--- src/rtl/esf_pkg.sv ---
package esf_pkg;
  localparam int MF_LEN   = 24;
  localparam int FAS_NUM  = 6;
  localparam int PW       = $clog2(MF_LEN);
  localparam int FW       = $clog2(MF_LEN + 1);
  // framing pattern, bit k is the value at framing slot k (frames 4..24)
  localparam logic [7:0] FAS_PAT = 8'b0011_0100;

  function automatic logic fas_slot(input logic [1:0] lo);
    return lo == 2'b11;
  endfunction

  function automatic logic fas_val(input logic [2:0] slot);
    return FAS_PAT[slot];
  endfunction
endpackage

--- src/rtl/esf_cand_mem.sv ---
module esf_cand_mem
  import esf_pkg::*;
#(
  parameter int DEF_CNT = 3,
  localparam int CW = $clog2(DEF_CNT + 1)
) (
  input  logic          clk,
  input  logic          rst,
  input  logic          clr,
  input  logic          vld,
  input  logic          fbit,
  output logic [CW-1:0] end_cnt_d,
  output logic          others_idle
);
  logic [PW-1:0] ph_q;
  logic [CW-1:0] cnt_q [MF_LEN];
  logic [CW-1:0] cnt_d [MF_LEN];
  logic [MF_LEN-1:0] clean_q, clean_d;
  logic [PW-1:0] end_idx;
  logic any_cnt;

  assign end_idx = PW'(MF_LEN - 1) - ph_q;

  always_ff @(posedge clk) begin
    if (rst) ph_q <= '0;
    else if (vld) ph_q <= (ph_q == PW'(MF_LEN - 1)) ? '0 : ph_q + 1'b1;
  end

  always_comb begin
    clean_d = clean_q;
    for (int j = 0; j < MF_LEN; j++) begin
      logic [PW-1:0] fj;
      logic hit;
      fj = PW'((32'(ph_q) + j) % MF_LEN);
      hit = (fbit == fas_val(fj[4:2]));
      cnt_d[j] = cnt_q[j];
      if (vld && fas_slot(fj[1:0])) begin
        if (fj == PW'(MF_LEN - 1)) begin
          clean_d[j] = 1'b1;
          if (clean_q[j] && hit)
            cnt_d[j] = (cnt_q[j] == CW'(DEF_CNT)) ? cnt_q[j] : cnt_q[j] + 1'b1;
          else
            cnt_d[j] = '0;
        end else if (!hit) begin
          clean_d[j] = 1'b0;
          cnt_d[j]   = '0;
        end
      end
    end
  end

  always_comb begin
    others_idle = 1'b1;
    any_cnt     = 1'b0;
    for (int j = 0; j < MF_LEN; j++) begin
      if (PW'(j) != end_idx && cnt_d[j] != '0) others_idle = 1'b0;
      if (cnt_q[j] != '0) any_cnt = 1'b1;
    end
    end_cnt_d = cnt_d[end_idx];
  end

  always_ff @(posedge clk) begin
    if (rst || clr) begin
      for (int j = 0; j < MF_LEN; j++) cnt_q[j] <= '0;
      clean_q <= '0;
    end else begin
      cnt_q   <= cnt_d;
      clean_q <= clean_d;
    end
  end

  AST_CLR_EMPTY: assert property (@(posedge clk) disable iff (rst) clr |=> !any_cnt);
endmodule

--- src/rtl/esf_loss_mon.sv ---
module esf_loss_mon
  import esf_pkg::*;
#(
  parameter int CRC_LIM    = 320,
  parameter int BAD_MF_LIM = 4,
  localparam int CCW = $clog2(CRC_LIM + 2),
  localparam int BW  = $clog2(BAD_MF_LIM)
) (
  input  logic       clk,
  input  logic       rst,
  input  logic       clr,
  input  logic       fas_vld,
  input  logic       fas_err,
  input  logic       mf_end,
  input  logic [1:0] sel,
  input  logic       crc_en,
  input  logic       crc_err,
  input  logic       sec_tick,
  output logic       loss
);
  logic [FAS_NUM-1:0] hist_q, win, mask;
  logic               mf_err_q, mf_bad;
  logic [BW-1:0]      bad_q;
  logic [CCW-1:0]     crc_q;
  logic               loss_win, loss_mf, loss_bad, loss_crc;

  assign win = {hist_q[FAS_NUM-2:0], fas_err};

  always_comb begin
    case (sel)
      2'd0:    mask = FAS_NUM'(4'hF);
      2'd1:    mask = FAS_NUM'(5'h1F);
      default: mask = '1;
    endcase
  end

  assign mf_bad   = mf_err_q || fas_err;
  assign loss_win = fas_vld && fas_err && (sel != 2'd3) && ($countones(win & mask) >= 2);
  assign loss_mf  = fas_vld && fas_err && (sel == 2'd3) && mf_err_q;
  assign loss_bad = fas_vld && mf_end && mf_bad && (bad_q == BW'(BAD_MF_LIM - 1));
  assign loss_crc = sec_tick && crc_en && (crc_q > CCW'(CRC_LIM));
  assign loss     = loss_win || loss_mf || loss_bad || loss_crc;

  always_ff @(posedge clk) begin
    if (rst || clr) begin
      hist_q   <= '0;
      mf_err_q <= 1'b0;
      bad_q    <= '0;
      crc_q    <= '0;
    end else begin
      if (fas_vld) begin
        hist_q   <= win;
        mf_err_q <= mf_end ? 1'b0 : mf_bad;
        if (mf_end)
          bad_q <= !mf_bad ? '0 :
                   (bad_q == BW'(BAD_MF_LIM - 1)) ? bad_q : bad_q + 1'b1;
      end
      if (sec_tick) crc_q <= '0;
      else if (crc_err && crc_q != CCW'(CRC_LIM + 1)) crc_q <= crc_q + 1'b1;
    end
  end

  AST_CRC_TICK_CLR: assert property (@(posedge clk) disable iff (rst) sec_tick |=> crc_q == '0);
  AST_MF_FRESH: assert property (@(posedge clk) disable iff (rst) (fas_vld && mf_end) |=> !mf_err_q);
endmodule

--- src/rtl/esf_msync.sv ---
module esf_msync
  import esf_pkg::*;
#(
  parameter int DEF_CNT    = 3,
  parameter int CRC_LIM    = 320,
  parameter int BAD_MF_LIM = 4,
  localparam int CW = $clog2(DEF_CNT + 1)
) (
  input  logic          clk,
  input  logic          rst,
  input  logic          fbit,
  input  logic          fbit_vld,
  input  logic          crc_err,
  input  logic          sec_tick,
  input  logic          mode_sel,
  input  logic [1:0]    loss_sel,
  input  logic          crc_loss_en,
  input  logic          force_resync,
  input  logic          loss_req,
  input  logic          force_lock,
  output logic          in_sync,
  output logic [FW-1:0] frame_num,
  output logic          frame_start,
  output logic          mf_start
);
  logic [CW-1:0] end_cnt_d;
  logic          others_idle, mon_loss, lock_arm_q;
  logic [FW-1:0] frm_nxt, frm_idx;
  logic          fas_vld, fas_err, mf_end, drop, take, cand_clr;

  assign frm_nxt = (frame_num == FW'(MF_LEN)) ? FW'(1) : frame_num + 1'b1;
  assign frm_idx = frm_nxt - 1'b1;
  assign fas_vld = in_sync && fbit_vld && fas_slot(frm_idx[1:0]);
  assign fas_err = fbit != fas_val(frm_idx[4:2]);
  assign mf_end  = frm_nxt == FW'(MF_LEN);
  assign drop    = in_sync && (mon_loss || force_resync || loss_req);

  always_comb begin
    take = 1'b0;
    if (!in_sync && fbit_vld && !force_resync) begin
      if (lock_arm_q || force_lock) take = end_cnt_d != '0;
      else if (mode_sel)            take = end_cnt_d == CW'(DEF_CNT);
      else                          take = (end_cnt_d == CW'(DEF_CNT)) && others_idle;
    end
  end

  assign cand_clr = in_sync || take || force_resync;

  esf_cand_mem #(.DEF_CNT(DEF_CNT)) u_cand (
    .clk(clk), .rst(rst), .clr(cand_clr), .vld(fbit_vld && !in_sync), .fbit(fbit),
    .end_cnt_d(end_cnt_d), .others_idle(others_idle)
  );

  esf_loss_mon #(.CRC_LIM(CRC_LIM), .BAD_MF_LIM(BAD_MF_LIM)) u_loss (
    .clk(clk), .rst(rst), .clr(!in_sync), .fas_vld(fas_vld), .fas_err(fas_err),
    .mf_end(mf_end), .sel(loss_sel), .crc_en(crc_loss_en), .crc_err(crc_err),
    .sec_tick(sec_tick), .loss(mon_loss)
  );

  always_ff @(posedge clk) begin
    if (rst) begin
      in_sync     <= 1'b0;
      frame_num   <= '0;
      frame_start <= 1'b0;
      mf_start    <= 1'b0;
      lock_arm_q  <= 1'b0;
    end else begin
      frame_start <= 1'b0;
      mf_start    <= 1'b0;
      if (drop) begin
        in_sync   <= 1'b0;
        frame_num <= '0;
      end else if (in_sync && fbit_vld) begin
        frame_num   <= frm_nxt;
        frame_start <= 1'b1;
        mf_start    <= frm_nxt == FW'(1);
      end else if (take) begin
        in_sync     <= 1'b1;
        frame_num   <= FW'(MF_LEN);
        frame_start <= 1'b1;
      end
      if (in_sync || take) lock_arm_q <= 1'b0;
      else if (force_lock) lock_arm_q <= 1'b1;
    end
  end

  AST_LOCK_AT_END: assert property (@(posedge clk) disable iff (rst) $rose(in_sync) |-> frame_num == FW'(MF_LEN));
  AST_FRAME_ADV: assert property (@(posedge clk) disable iff (rst)
    (in_sync && $past(in_sync) && frame_start) |->
    frame_num == (($past(frame_num) == FW'(MF_LEN)) ? FW'(1) : FW'($past(frame_num) + 1'b1)));
  AST_MF_AT_ONE: assert property (@(posedge clk) disable iff (rst) mf_start |-> (frame_num == FW'(1) && frame_start));
  AST_IDLE_OUT: assert property (@(posedge clk) disable iff (rst) !in_sync |-> (frame_num == '0 && !frame_start && !mf_start));
  AST_REQ_DROP: assert property (@(posedge clk) disable iff (rst) (in_sync && (force_resync || loss_req)) |=> !in_sync);
  AST_LOSS_DROP: assert property (@(posedge clk) disable iff (rst) (in_sync && mon_loss) |=> !in_sync);
endmodule

--- config.mk ---
export PLATFORM = sky130hd
export DESIGN_NAME = esf_msync
export DESIGN_NICKNAME = d
export VERILOG_FILES = /design/src/rtl/esf_pkg.sv /design/src/rtl/esf_cand_mem.sv /design/src/rtl/esf_loss_mon.sv /design/src/rtl/esf_msync.sv
export SDC_FILE = /design/constraint.sdc
export NUM_CORES = 1
export LEC_CHECK = 0
export ABC_CLOCK_PERIOD_IN_PS = 6900
export BUFFER_PORTS_ARGS = -buffer_cell sky130_fd_sc_hd__buf_4
export CORE_MARGIN = 3
export CORE_UTILIZATION = 39
export DETAILED_ROUTE_END_ITERATION = 16
export PLACE_DENSITY_LB_ADDON = 0.12
export SYNTH_ARGS = -nofsm -noshare
export SYNTH_HDL_FRONTEND = slang
export SYNTH_SLANG_ARGS = --single-unit
--- constraint.sdc ---
create_clock -name clk -period 6.9 [get_ports clk]
set_input_delay 0.345 -clock clk [delete_from_list [all_inputs] [get_ports clk]]
set_output_delay 0.345 -clock clk [all_outputs]
set_load 0.03 [all_outputs]
==> results.json, run 1 <==
{
  "status": "finished clean",
  "clk_latency_ns": 0.38,
  "postSynthCellCount": 1547,
  "start_kind": "flip-flop",
  "critical_path.top_delay_family": "compound AO/OA/AOI/OAI gates",
  "core-area_um2": 28160,
  "crit_slowest_cell": "ha_1",
  "synth_seq_area_share_pct": 18.25,
  "worst-setup-path-type": "flip-flop to flip-flop",
  "drive_above_1_share_pct": 9.139,
  "path_max_fanout": 54,
  "synth_warnings": 0,
  "synth_edf_count": 0,
  "max_stage_delay_ns": 0.53,
  "syn_nets": 1620,
  "grt_pass1_vias": 10970,
  "nNetsFinal": 1589,
  "netlist-cell-type-count": 107,
  "vias": 11850,
  "fin_crit_sh_pct": 88.70,
  "dieArea_um2": 31060,
  "place_congestion": 0.9305,
  "arrival_ns": 6.40,
  "ant_nets": 0,
  "power_w": 0.001456,
  "power_density_nw_per_um2": 121.3,
  "finalHoldViolCount": 0,
  "cts_tree": "done",
  "cts_hold_buf": 0,
  "rows": 61,
  "worstMarginPinSlew_ns": 1.117,
  "dieHeight_um": 176.2,
  "dr.pass1.iters": 5,
  "power_leakage_nw": 4.565,
  "die_w_um": 176.2,
  "synth-seq-cells": 103,
  "endpoint_kind": "flip-flop",
  "crit_buf_inv": 5,
  "rsz0062_at_grt": "no",
  "cts_setup_buffers": 0,
  "dp_hpwl_mm": 29.56,
  "initial_utilization_pct": 40.13,
  "netlist_area_um2": 11300,
  "path_cells": "buf_4 > ha_1 > buf_4 > a21oi_4 > xnor2_2 > inv_2 > ha_1 > inv_1 > a311oi_1 > o21ai_0 > a32oi_1 > a21boi_1 > mux2i_1 > o2111a_1 > o32ai_1 > nand2_1 > a31oi_2 > o21ai_4 > buf_12 > a2111oi_1",
  "setup_tns_ns": 0,
  "routedWlPerCell_um": 21.09,
  "grt_max_degree": 55,
  "grt_pass1_wl_mm": 62.32,
  "fillCellCount": 2921,
  "drt-initial-drc-count": 1151,
  "numCtsBuffers": 9,
  "clockBufferDepth": 2,
  "cts.sinks": 103,
  "min_path_type": "primary input to flip-flop",
  "grt_overflow_total": 0,
  "slew_viol_final": 0,
  "synth.avg_cell_area_um2": 7.305,
  "antenna_found_initial": 1,
  "diodes": 0,
  "ios": 21,
  "setup_viol": 0,
  "clkTransAtPathRegs_ns": 0.09,
  "portBuffers": 20,
  "ctsResizeCount": 0,
  "synthArstFlopShare_pct": 0,
  "wl_mm": 40.04,
  "relSlewSlack_pct": 23.58,
  "max-vdd-ir-drop_mv": 0.1008,
  "via_per_inst": 6.238,
  "root_buffer": "clkbuf_16",
  "cp.required_ns": 7.17,
  "clock_skew_ns": 0.01545,
  "route.detailed.drc": 0,
  "synth_flop_cell": "dfxtp_1",
  "drv_cap": 0,
  "max_freq_ghz": 0.1634,
  "grt_use_total_pct": 25.34,
  "htree_num_levels": 3,
  "fin_crit_ns": 6.121,
  "area_delta_synth_final_pct": 6.200
}
==> final timing paths <==
check	start	to	slack, ns	cells past startpoint
worst min-delay path	rst	u_cand.ph_q[4]$_SDFFE_PP0P_	0.23	2
worst max-delay path	u_cand.ph_q[3]$_SDFFE_PP0P_	u_cand.cnt_q[1]$_SDFF_PP0_	0.78	20
worst min register to register	u_loss.hist_q[4]$_SDFFE_PP0P_	u_loss.hist_q[4]$_SDFFE_PP0P_	0.45	2
worst max register to register	u_cand.ph_q[3]$_SDFFE_PP0P_	u_cand.cnt_q[1]$_SDFF_PP0_	0.78	20
==> logic make-up (layout without fill, tap and decap cells) <==
group	Yosys count	after routing	share of synthesized area [%]
AO/OA/AOI/OAI	514	514	32.31
adder cells (fa/ha/maj)	63	63	7.042
buffers and inverters	164	138	6.632
flip-flops	103	103	18.25
XOR/XNOR	48	48	4.451
multiplexers	36	36	3.277
AND/OR/NAND/NOR	619	619	28.04
==> per-layer routing <==
metal	vias to the layer above	GRT usage [%]	share of wire, %
met3	72	6.366	9.0
met1	5624	33.08	43
met2	457	40.88	45
li1	5691	-	-
met4	2	8.347	3.1
met5	-	0	0.027
==> cells in the final DEF (no fill, tap or decap), drive strengths merged, types with 27 or more instances in the layout <==
cell type / synthesis / final
a21oi: 132 / 132
and2: 27 / 27
buf: 62 / 55
dfxtp: 103 / 103
ha: 58 / 58
inv: 64 / 68
mux2i: 28 / 28
nand2: 151 / 151
nand2b: 28 / 28
nand3: 52 / 52
nor2: 151 / 151
nor2b: 45 / 45
nor3: 37 / 37
o21ai: 76 / 76
xnor2: 34 / 34
==> synthesized netlist by cell type (all sizes together), types with 8 or more instances <==
cell     instances  area share, %
a211o            8           0.62
o22ai            8           0.44
mux2             8           0.80
o21a            13           0.86
xnor2           34            3.4
o221ai          11           0.85
nor2           151            5.0
and3            17           0.94
a21boi          13           0.86
o21ai           76            3.5
mux2i           28            2.5
a211oi          25            1.8
a31oi           24            1.4
nor3            37            1.6
and2            27            1.5
clkbuf          35            1.2
inv             64            2.1
nand3           52            2.3
dfxtp          103             18
nand2          151            5.0
and3b            8           0.62
buf             62            3.2
o211a           10           0.89
xor2            14            1.1
o31ai           10           0.71
o211ai          18            1.2
nor3b            9           0.60
ha              58            6.4
o2111ai         13            1.0
a22oi           18            1.2
nand4           19            1.1
a2111oi         10           0.85
nand3b          12           0.80
nor4            11           0.80
a22o             8           0.62
a21oi          132            6.0
a21o            20            1.3
or3             13           0.72
nor2b           45            2.6
nand2b          28            1.6
or2             10           0.55
==> flip-flops by register name, summed over array words and instances, names as in the netlist <==
signal,count
u_cand.cnt_q,48
u_cand.clean_q,24
u_loss.crc_q,9
frame_num,5
u_cand.ph_q,5
u_loss.hist_q,5
u_loss.bad_q,2
frame_start,1
in_sync,1
lock_arm_q,1
mf_start,1
u_loss.mf_err_q,1
==> metrics by stage <==
| step | util [%] | cell area [um^2] | hold WS [ns] | worst slack, ns | std cells |
|---|---|---|---|---|---|
| floorplan | - | 11300 | 0.4317 | 1.581 | 1547 |
| global placement | 41.56 | 11710 | 0.4441 | 0.9913 | 1883 |
| detailed placement | 41.56 | 11710 | 0.4463 | 0.9452 | 1883 |
| CTS | 42.61 | 12000 | 0.2215 | 0.8928 | 1899 |
| global route | 42.61 | 12000 | 0.2366 | 0.5060 | 1899 |
| finish | 42.61 | 12000 | 0.2323 | 0.7794 | 1899 |
==> worst register-to-register path: stages (launching register included) <==
cell       delay [ns]
dfxtp_2          0.34
buf_4            0.33
ha_1             0.55
buf_4            0.39
a21oi_4          0.10
xnor2_2          0.43
inv_2            0.13
ha_1             0.30
inv_1            0.05
a311oi_1         0.36
o21ai_0          0.14
a32oi_1          0.52
a21boi_1         0.31
mux2i_1          0.11
o2111a_1         0.34
o32ai_1          0.49
nand2_1          0.16
a31oi_2          0.26
o21ai_4          0.09
buf_12           0.19
a2111oi_1        0.44
==> report_power, final <==
part	internal (W)	switching [W]
sequential	0.000599	0.00000676
clock	0.000257	0.000278
combinational	0.0000978	0.000218
==> final cells by class <==
| type | count | area (um^2) | area share (%) |
|---|---|---|---|
| tap | 378 | 473.0 | 3.941 |
| inverter | 67 | 251.5 | 2.095 |
| timing repair buffer | 55 | 425.4 | 3.545 |
| clock buffer | 9 | 225.2 | 1.877 |
| sequential | 103 | 2066 | 17.21 |
| clock inverter | 7 | 71.32 | 0.5942 |
| multi-input combinational | 1280 | 8489 | 70.74 |
Note: power is estimated with default switching activity, not from simulation.
==> run 2, diff against run 1 <==
- CORE_ASPECT_RATIO: unset -> 1.25
==> results.json, run 2 (synthesis results as in run 1) <==
{
  "cp.required_ns": 7.17,
  "multiInputGateArea_um2": 8489,
  "clkTransAtPathRegs_ns": 0.08,
  "ctsResizeCount": 0,
  "clockBufferDepth": 2,
  "layout_common_cells": "151 x nand2_1, 151 x nor2_1, 128 x a21oi_1, 100 x dfxtp_1, 71 x o21ai_0",
  "power_leakage_nw": 4.558,
  "finalHoldViolCount": 0,
  "relSlewSlack_pct": 11.91,
  "grt_pass1_vias": 11200,
  "drive_above_1_share_pct": 8.947,
  "dr.pass1.iters": 5,
  "htree_num_levels": 3,
  "status": "finished clean",
  "hp-start": "rst",
  "largest_register_ff_count": 48,
  "grt_pass1_wl_mm": 63.26,
  "rows": 69,
  "portBuffers": 20,
  "register_area_um2": 2066,
  "min_path_type": "primary input to flip-flop",
  "fin_crit_sh_pct": 85.47,
  "fillCellCount": 3011,
  "place_area_um2": 11670,
  "arrival_ns": 6.17,
  "regMostFlops": "u_cand.cnt_q",
  "numCtsBuffers": 9,
  "r2r_cells": 19,
  "max_freq_ghz": 0.1696,
  "wl_mm": 40.57,
  "p_sw_share_pct": 33.18,
  "grt_max_degree": 48,
  "core-area_um2": 28490,
  "pwr-share-seq_pct": 41.0,
  "endpoint_kind": "flip-flop",
  "comb_power_share_pct": 21.1,
  "regToRegSetupSlack_ns": 1.00,
  "rsz0062_at_grt": "no",
  "ios": 21,
  "fin_area_um2": 11970,
  "grt_use_total_pct": 25.74,
  "reg.largest.list": "u_cand.cnt_q: 48 flops, u_cand.clean_q: 24 flops, u_loss.crc_q: 9 flops",
  "diodes": 0,
  "worst-setup-path-type": "flip-flop to flip-flop",
  "switching_power_w": 0.0004911,
  "start_kind": "flip-flop",
  "clkPwrFrac_pct": 37.9,
  "place_congestion": 0.9127,
  "max-vdd-ir-drop_mv": 0.1305,
  "r2r_end": "frame_num[4]$_SDFFE_PP0P_",
  "setup_viol": 0,
  "setup_tns_ns": 0,
  "antenna_found_initial": 0,
  "routedWlPerCell_um": 21.64,
  "p_int_w": 0.0009891,
  "setup_ws_ns": 1.003,
  "r2r-start": "u_cand.ph_q[3]$_SDFFE_PP0P_",
  "slew_viol_final": 0,
  "root_buffer": "clkbuf_16",
  "dp_hpwl_mm": 29.82,
  "hold_depth": 2,
  "cts.sinks": 103,
  "clk_latency_ns": 0.38,
  "die_w_um": 158.3,
  "ant_nets": 0,
  "utilization_pct": 42.02,
  "clock_skew_ns": 0.01481,
  "cts_hold_buf": 0,
  "cts_tree": "done",
  "grt_overflow_total": 0,
  "path_max_fanout": 39,
  "fin_crit_ns": 5.897,
  "drt-initial-drc-count": 891,
  "power_w": 0.001480,
  "cts_setup_buffers": 0,
  "dpl_worst_slack_ns": 1.151,
  "vias": 11940,
  "route.detailed.drc": 0,
  "nNetsFinal": 1588,
  "hold_end": "u_cand.ph_q[4]$_SDFFE_PP0P_",
  "drv_cap": 0,
  "worstMarginPinSlew_ns": 1.288,
  "area_delta_synth_final_pct": 5.923,
  "via_per_inst": 6.367,
  "dieHeight_um": 196.3,
  "initial_utilization_pct": 39.67,
  "dieArea_um2": 31070,
  "power_density_nw_per_um2": 123.7
}
## run 2: cell count changes in the layout (fill, tap and decap cells not counted)
cell | previous run | this run
clkinv_2 | 1 | 0
clkbuf_8 | 0 | 1
bufinv_16 | 0 | 1
clkbuf_1 | 0 | 2
inv_6 | 1 | 0
inv_8 | 3 | 0
buf_4 | 54 | 53
clkinv_4 | 0 | 2
clkinv_8 | 1 | 0
## run 2: worst max path at each step
stage / start / endpoint / slack [ns]
after global routing: u_cand.ph_q[0]$_SDFFE_PP0P_ / u_cand.cnt_q[26]$_SDFF_PP0_ / 0.66
after floorplan: u_cand.ph_q[2]$_SDFFE_PP0P_ / u_cand.cnt_q[26]$_SDFF_PP0_ / 1.58
after CTS: u_cand.ph_q[3]$_SDFFE_PP0P_ / u_cand.cnt_q[1]$_SDFF_PP0_ / 1.14
final: u_cand.ph_q[3]$_SDFFE_PP0P_ / frame_num[4]$_SDFFE_PP0P_ / 1.00
after detailed placement: u_cand.ph_q[1]$_SDFFE_PP0P_ / u_cand.cnt_q[1]$_SDFF_PP0_ / 1.15
after global placement: u_cand.ph_q[3]$_SDFFE_PP0P_ / u_cand.cnt_q[26]$_SDFF_PP0_ / 1.19
## run 2: worst max-delay path: stages (launching register included)
cell	delay, ns
dfxtp_2	0.56
buf_4	0.47
ha_1	0.28
buf_4	0.34
a31oi_1	0.12
inv_1	0.18
ha_1	0.26
or3b_2	0.44
mux2i_1	0.24
mux2i_1	0.14
o22a_1	0.19
a41oi_1	0.29
a21boi_0	0.41
a221o_1	0.24
o2111ai_1	0.14
a311oi_2	0.36
a31oi_1	0.13
a31oi_1	0.45
nand2_1	0.24
o221a_2	0.29
## run 2: cell type report
class	instances	share of cell area, %
multi-input combinational	1280	70.92
sequential	103	17.26
tap	355	3.711
timing repair buffer	54	3.491
inverter	67	2.101
clock buffer	12	2.059
clock inverter	4	0.4599
## run 2: power groups by stage
stage                     Sequential (W)  Combinational (W)  Clock [W]
after global routing            0.000608           0.000337   0.000590
after CTS                       0.000606           0.000309   0.000573
after floorplan                 0.000622           0.000211          0
final                           0.000607           0.000313   0.000561
after global placement          0.000620           0.000307          0
after detailed placement        0.000620           0.000307          0
## run 2: routing by layer
metal  part of all wire (%)  global-route usage, %  up-vias
li1                       -                      -     5694
met1                     42                  32.67     5765
met2                     48                  43.99      398
met3                    5.4                  3.244       82
met4                    3.7                  10.23        0
met5                      0                      0        -
## run 2: metrics by stage
| step | cells | hold WS (ns) |
|---|---|---|
| 2_1_floorplan | 1547 | 0.4317 |
| 3_3_place_gp | 1859 | 0.4388 |
| 3_5_place_dp | 1859 | 0.4499 |
| 4_1_cts | 1875 | 0.2268 |
| 5_1_grt | 1875 | 0.2461 |
| 6_report | 1875 | 0.2454 |
